$ cat config.mk
export PLATFORM = sky130hd
export DESIGN_NAME = pwm_edge_chan
export DESIGN_NICKNAME = d
export VERILOG_FILES = /design/src/rtl/pwm_edge_pkg.sv /design/src/rtl/pwm_edge_ctrl.sv /design/src/rtl/pwm_edge_dp.sv /design/src/rtl/pwm_edge_chan.sv
export SDC_FILE = /design/constraint.sdc
export NUM_CORES = 1
export LEC_CHECK = 0
export BUFFER_PORTS_ARGS = -buffer_cell sky130_fd_sc_hd__clkbuf_2
export CAP_MARGIN = 15
export CORE_MARGIN = 4
export CORE_UTILIZATION = 52
export DETAILED_ROUTE_END_ITERATION = 6
export PLACE_DENSITY_LB_ADDON = 0.3
export SLEW_MARGIN = 20
export SYNTH_ARGS = -nofsm -noshare
export SYNTH_HDL_FRONTEND = slang
export SYNTH_SLANG_ARGS = --single-unit
export TNS_END_PERCENT = 10
$ cat constraint.sdc
create_clock -name clk -period 9.26 [get_ports clk]
set_input_delay 0.926 -clock clk [delete_from_list [all_inputs] [get_ports clk]]
set_output_delay 0.926 -clock clk [all_outputs]
set_load 0.01 [all_outputs]
$ cat src/rtl/pwm_edge_pkg.sv
package pwm_edge_pkg;
  localparam int unsigned PHASE_W = 16;
  localparam int unsigned RES_W   = $clog2(PHASE_W);

  typedef struct packed {
    logic               run;   // channel and counter both enabled
    logic               inv;   // active-low selection
    logic [PHASE_W-1:0] mask;  // keeps top resSel+1 bits
  } edge_ctrl_t;
endpackage

$ cat src/rtl/pwm_edge_ctrl.sv
module pwm_edge_ctrl
  import pwm_edge_pkg::*;
(
  input  logic             clk,
  input  logic             rstN,
  input  logic [RES_W-1:0] resSel,
  input  logic             chanEn,
  input  logic             cntrEn,
  input  logic             invertEn,
  output edge_ctrl_t       ctrl
);
  logic [PHASE_W-1:0] maskBits;

  // Bit i is kept when it lies within the top resSel+1 positions.
  for (genvar i = 0; i < PHASE_W; i++) begin : g_mask
    assign maskBits[i] = (i >= (PHASE_W - 1 - int'(resSel)));
  end

  always_comb begin
    ctrl.run  = chanEn & cntrEn;
    ctrl.inv  = invertEn;
    ctrl.mask = maskBits;
  end

  assert_mask_width_R4: assert property (@(posedge clk) disable iff (!rstN)
    $countones(ctrl.mask) == int'(resSel) + 1);

  assert_mask_msb_R4: assert property (@(posedge clk) disable iff (!rstN)
    ctrl.mask[PHASE_W-1]);
endmodule

$ cat src/rtl/pwm_edge_dp.sv
module pwm_edge_dp
  import pwm_edge_pkg::*;
(
  input  logic               clk,
  input  logic               rstN,
  input  edge_ctrl_t         ctrl,
  input  logic [PHASE_W-1:0] phaseIn,
  input  logic [PHASE_W-1:0] delayIn,
  input  logic [PHASE_W-1:0] dutyIn,
  output logic               pulseOut
);
  logic [PHASE_W-1:0] phaseM, delayM, dutyM, relPhase;
  logic               inPulse, nextOut;

  always_comb begin
    phaseM   = phaseIn & ctrl.mask;
    delayM   = delayIn & ctrl.mask;
    dutyM    = dutyIn  & ctrl.mask;
    relPhase = phaseM - delayM;          // modulo 2^PHASE_W, covers wrap
    inPulse  = relPhase < dutyM;
    nextOut  = ctrl.run ? (inPulse ^ ctrl.inv) : ctrl.inv;
  end

  always_ff @(posedge clk) begin
    if (!rstN) pulseOut <= 1'b0;
    else       pulseOut <= nextOut;
  end

  assert_reset_low_R1: assert property (@(posedge clk)
    !rstN |=> !pulseOut);

  assert_idle_level_R5: assert property (@(posedge clk) disable iff (!rstN)
    !ctrl.run |=> pulseOut == $past(ctrl.inv));

  assert_zero_duty_R8: assert property (@(posedge clk) disable iff (!rstN)
    (dutyM == '0) |=> pulseOut == $past(ctrl.inv));

  assert_full_duty_R2: assert property (@(posedge clk) disable iff (!rstN)
    (ctrl.run && (phaseM == delayM) && (dutyM != '0)) |=> pulseOut == !$past(ctrl.inv));
endmodule

$ cat src/rtl/pwm_edge_chan.sv
module pwm_edge_chan
  import pwm_edge_pkg::*;
(
  input  logic               clk,
  input  logic               rstN,
  input  logic [PHASE_W-1:0] phaseIn,
  input  logic [PHASE_W-1:0] delayIn,
  input  logic [PHASE_W-1:0] dutyIn,
  input  logic [RES_W-1:0]   resSel,
  input  logic               chanEn,
  input  logic               invertEn,
  input  logic               cntrEn,
  output logic               pulseOut
);
  edge_ctrl_t ctrl;

  pwm_edge_ctrl u_ctrl (
    .clk(clk), .rstN(rstN), .resSel(resSel), .chanEn(chanEn),
    .cntrEn(cntrEn), .invertEn(invertEn), .ctrl(ctrl)
  );

  pwm_edge_dp u_dp (
    .clk(clk), .rstN(rstN), .ctrl(ctrl), .phaseIn(phaseIn),
    .delayIn(delayIn), .dutyIn(dutyIn), .pulseOut(pulseOut)
  );
endmodule

==> impl_results.md <==
- Hold worst-path end: u_dp.pulseOut
- Max-slew violations: 0
- CP max stage delay: 0.38 ns
- Maxcap violations: 0
- Status: complete, no violations
- Post-synth top flop: dfxtp_1
- Synth Net Count: 297
- Top flop regs: u_dp.pulseOut (1)
- Post-Synthesis Cell Area: 1420 µm²
- Worst setup EP type: flip-flop
- Final setup fails: 0
- IO Pins: 58
- Wirelength per Cell: 12.2 µm
- Final Hold Viols: 0
- Worst Path Class, Setup: in2reg
- Hold_sp: invertEn
- Crit-path leading delay family: compound AO/OA/AOI/OAI gates
- Initial antenna violation count: 0
- Layout cell share with drive strength beyond 1: 23.7%
- Antenna diodes: 0
- Biggest area consumer among synthesized cells: ha_1
- Startpoint class of the critical path: input port
- Synth warn: 0
- P per Cell Area: 74.5 nW/µm²
- EDFF count, synth: 0
- Max reg flops: 1
- DRC viols: 0
- Core Rows: 18
- IO buf count: 57
- DRT antenna net count: 0
- Starting Density: 55.8%
- Die area: approximately 3600 µm²
- Synth cell types: 40
- DR vias/cell: 5.59
- First DRT Iteration DRCs: 97
- Slew @ Worst Pin: about 0.36 ns
- Top reg by flops: u_dp.pulseOut
- Most frequent cell after synthesis: nand2_1
- Syn Area/Cell: 6.79 µm²
- Max IR drop VDD: 0.0000514 V
- GR Util All Layers: 19.5%
- Clk pin slew, worst setup/hold paths: 0 ns
- Area of the core: 2540 µm²
- CP required: about 9 ns
- Final worst slack: 4.81 ns
- Hold depth: 3
- Vias in the first global route: 1409
- Maximum fanout along the worst path: 17
- Post-synth top cells: nand2_1 (40), ha_1 (30), nor2_1 (17)
- First-pass GRT wire length: 5.73 mm
- Area Overhead vs Synth: 21.7%
- Hold Path Class: in2reg
- Setup bufs post-CTS: 0
- Pwr Total: 129 µW
- CP Cell Sequence: clkbuf_2 -> and4_1 -> and2_1 -> ha_1 -> fa_1 -> nor2b_4 -> o31a_1 -> o31a_1 -> a221o_2 -> a221oi_2 -> xnor2_1 -> ha_1 -> nor2b_1 -> o21ai_0 -> o211ai_1 -> a21oi_1 -> mux2i_1
- Place WS: between 4 and 5 ns
- DP HPWL: between 3 and 4 mm
- Post-synthesis sequential area ratio: between 1 and 1.5%
- Max stage delay cell, worst path: a221o_2
- CTS resizes: 0
- GPL Wtd Cong: 0.941
- Top cells by area, synth: ha_1 (26%), nand2_1 (11%), and2_1 (5.7%)
- DR pass1 iterations: 4
- Pleak: 0.000933 µW
- Crit path DAT: 4.38 ns
- Max Clock Freq: 225 MHz
- Remaining global-route overflow: 0
- Rel. slew slack: 75.8%
- Die width: around 60 µm
- Synth Register Bits: 1
- Ys async rst share: 0%
- Hold buffer count at cts: 0
- Total number of vias: ~1600
- Wirelength, routed: 3.55 mm
- Top cell type's share of synthesized area: 26.5%
- Crit path buf inv count: 1
- Final worst path period share: 48.1%
- Final Net Count: approximately 350
- Pin count of the biggest net entering global routing: 18
- RSZ-0062 raised after global routing: false
- Hold WS: 1.17 ns
- Die height: 60.2 µm
- Period minus WS final: approximately 4.5 ns
- Syn Inst Count: between 200 and 250
- Total negative slack: 0 ns
## cell families (layout without fill, tap and decap cells)
family          count (synthesis)  after routing  synth area share [%]
xor+xnor                        8              8                  4.94
buf+inv                        12             65                  3.17
mux                             2              2                  1.41
compound gates                 61             61                  29.1
simple gates                   94             94                  32.1
fa+ha+maj                      31             31                  27.9
flops                           1              1                  1.41
## tightest hold or removal path: stages
cell and delay [ns]:
clkbuf_2 0.08, nand2_1 0.05, mux2i_1 0.05
## how the worst max path moves through the flow
stage | start | end | slack [ns] | cells after the start
2_1_floorplan | resSel[1] | u_dp.pulseOut | 5.09 | 17
3_3_place_gp | resSel[3] | u_dp.pulseOut | 4.89 | 17
3_5_place_dp | resSel[3] | u_dp.pulseOut | 4.81 | 17
4_1_cts | resSel[3] | u_dp.pulseOut | 4.79 | 17
5_1_grt | resSel[3] | u_dp.pulseOut | 4.53 | 17
6_report | resSel[3] | u_dp.pulseOut | 4.81 | 17
## layer usage
layer,vias to the layer above,global-route usage [%],share of wire [%]
met3,2,1.30,7.7
met1,707,26.6,46
met5,-,0,0
met4,0,0.949,0.45
met2,55,34.7,46
li1,868,-,-
## layout make-up
| class | count | area [µm²] |
|---|---|---|
| inverters | 8 | 30.0 |
| multi-input cells | 196 | 1350 |
| fillers | 237 | 818 |
| repair buffers | 57 | 285 |
| flip-flops and latches | 1 | 20.0 |
| well taps | 30 | 37.5 |
## cells in the final DEF, fill, tap and decap left out, types with 2 or more instances in the layout
master / synthesis / final
a21oi_1: 15 / 15
nand2b_1: 3 / 3
and3_1: 2 / 2
inv_1: 8 / 8
a31oi_1: 3 / 3
nand3_1: 6 / 6
mux2i_1: 2 / 2
o21ai_0: 12 / 12
nand2_1: 40 / 40
nor2b_1: 5 / 5
nand4_1: 2 / 2
clkbuf_2: 0 / 57
a21o_1: 9 / 9
nor2_1: 17 / 17
ha_1: 30 / 30
o21a_1: 5 / 5
o211ai_1: 2 / 2
xnor2_1: 6 / 6
xor2_1: 2 / 2
and2_1: 13 / 13
o31a_1: 3 / 3
a31o_2: 2 / 2
## metrics by stage
step,util [%],std cells,instance area (µm²)
3_3_place_gp,67.8,292,1730
4_1_cts,67.8,292,1730
5_1_grt,67.8,292,1730
2_1_floorplan,-,209,1420
6_report,67.8,292,1730
3_5_place_dp,67.8,292,1730
## power by group
part           switching [µW]  total [µW]  internal, µW  leakage, µW
Clock                       0           0             0            0
Combinational            64.4         124          59.2     0.000925
Sequential             0.0893        4.93          4.84   0.00000834
Power figures use the tool's default switching activity.
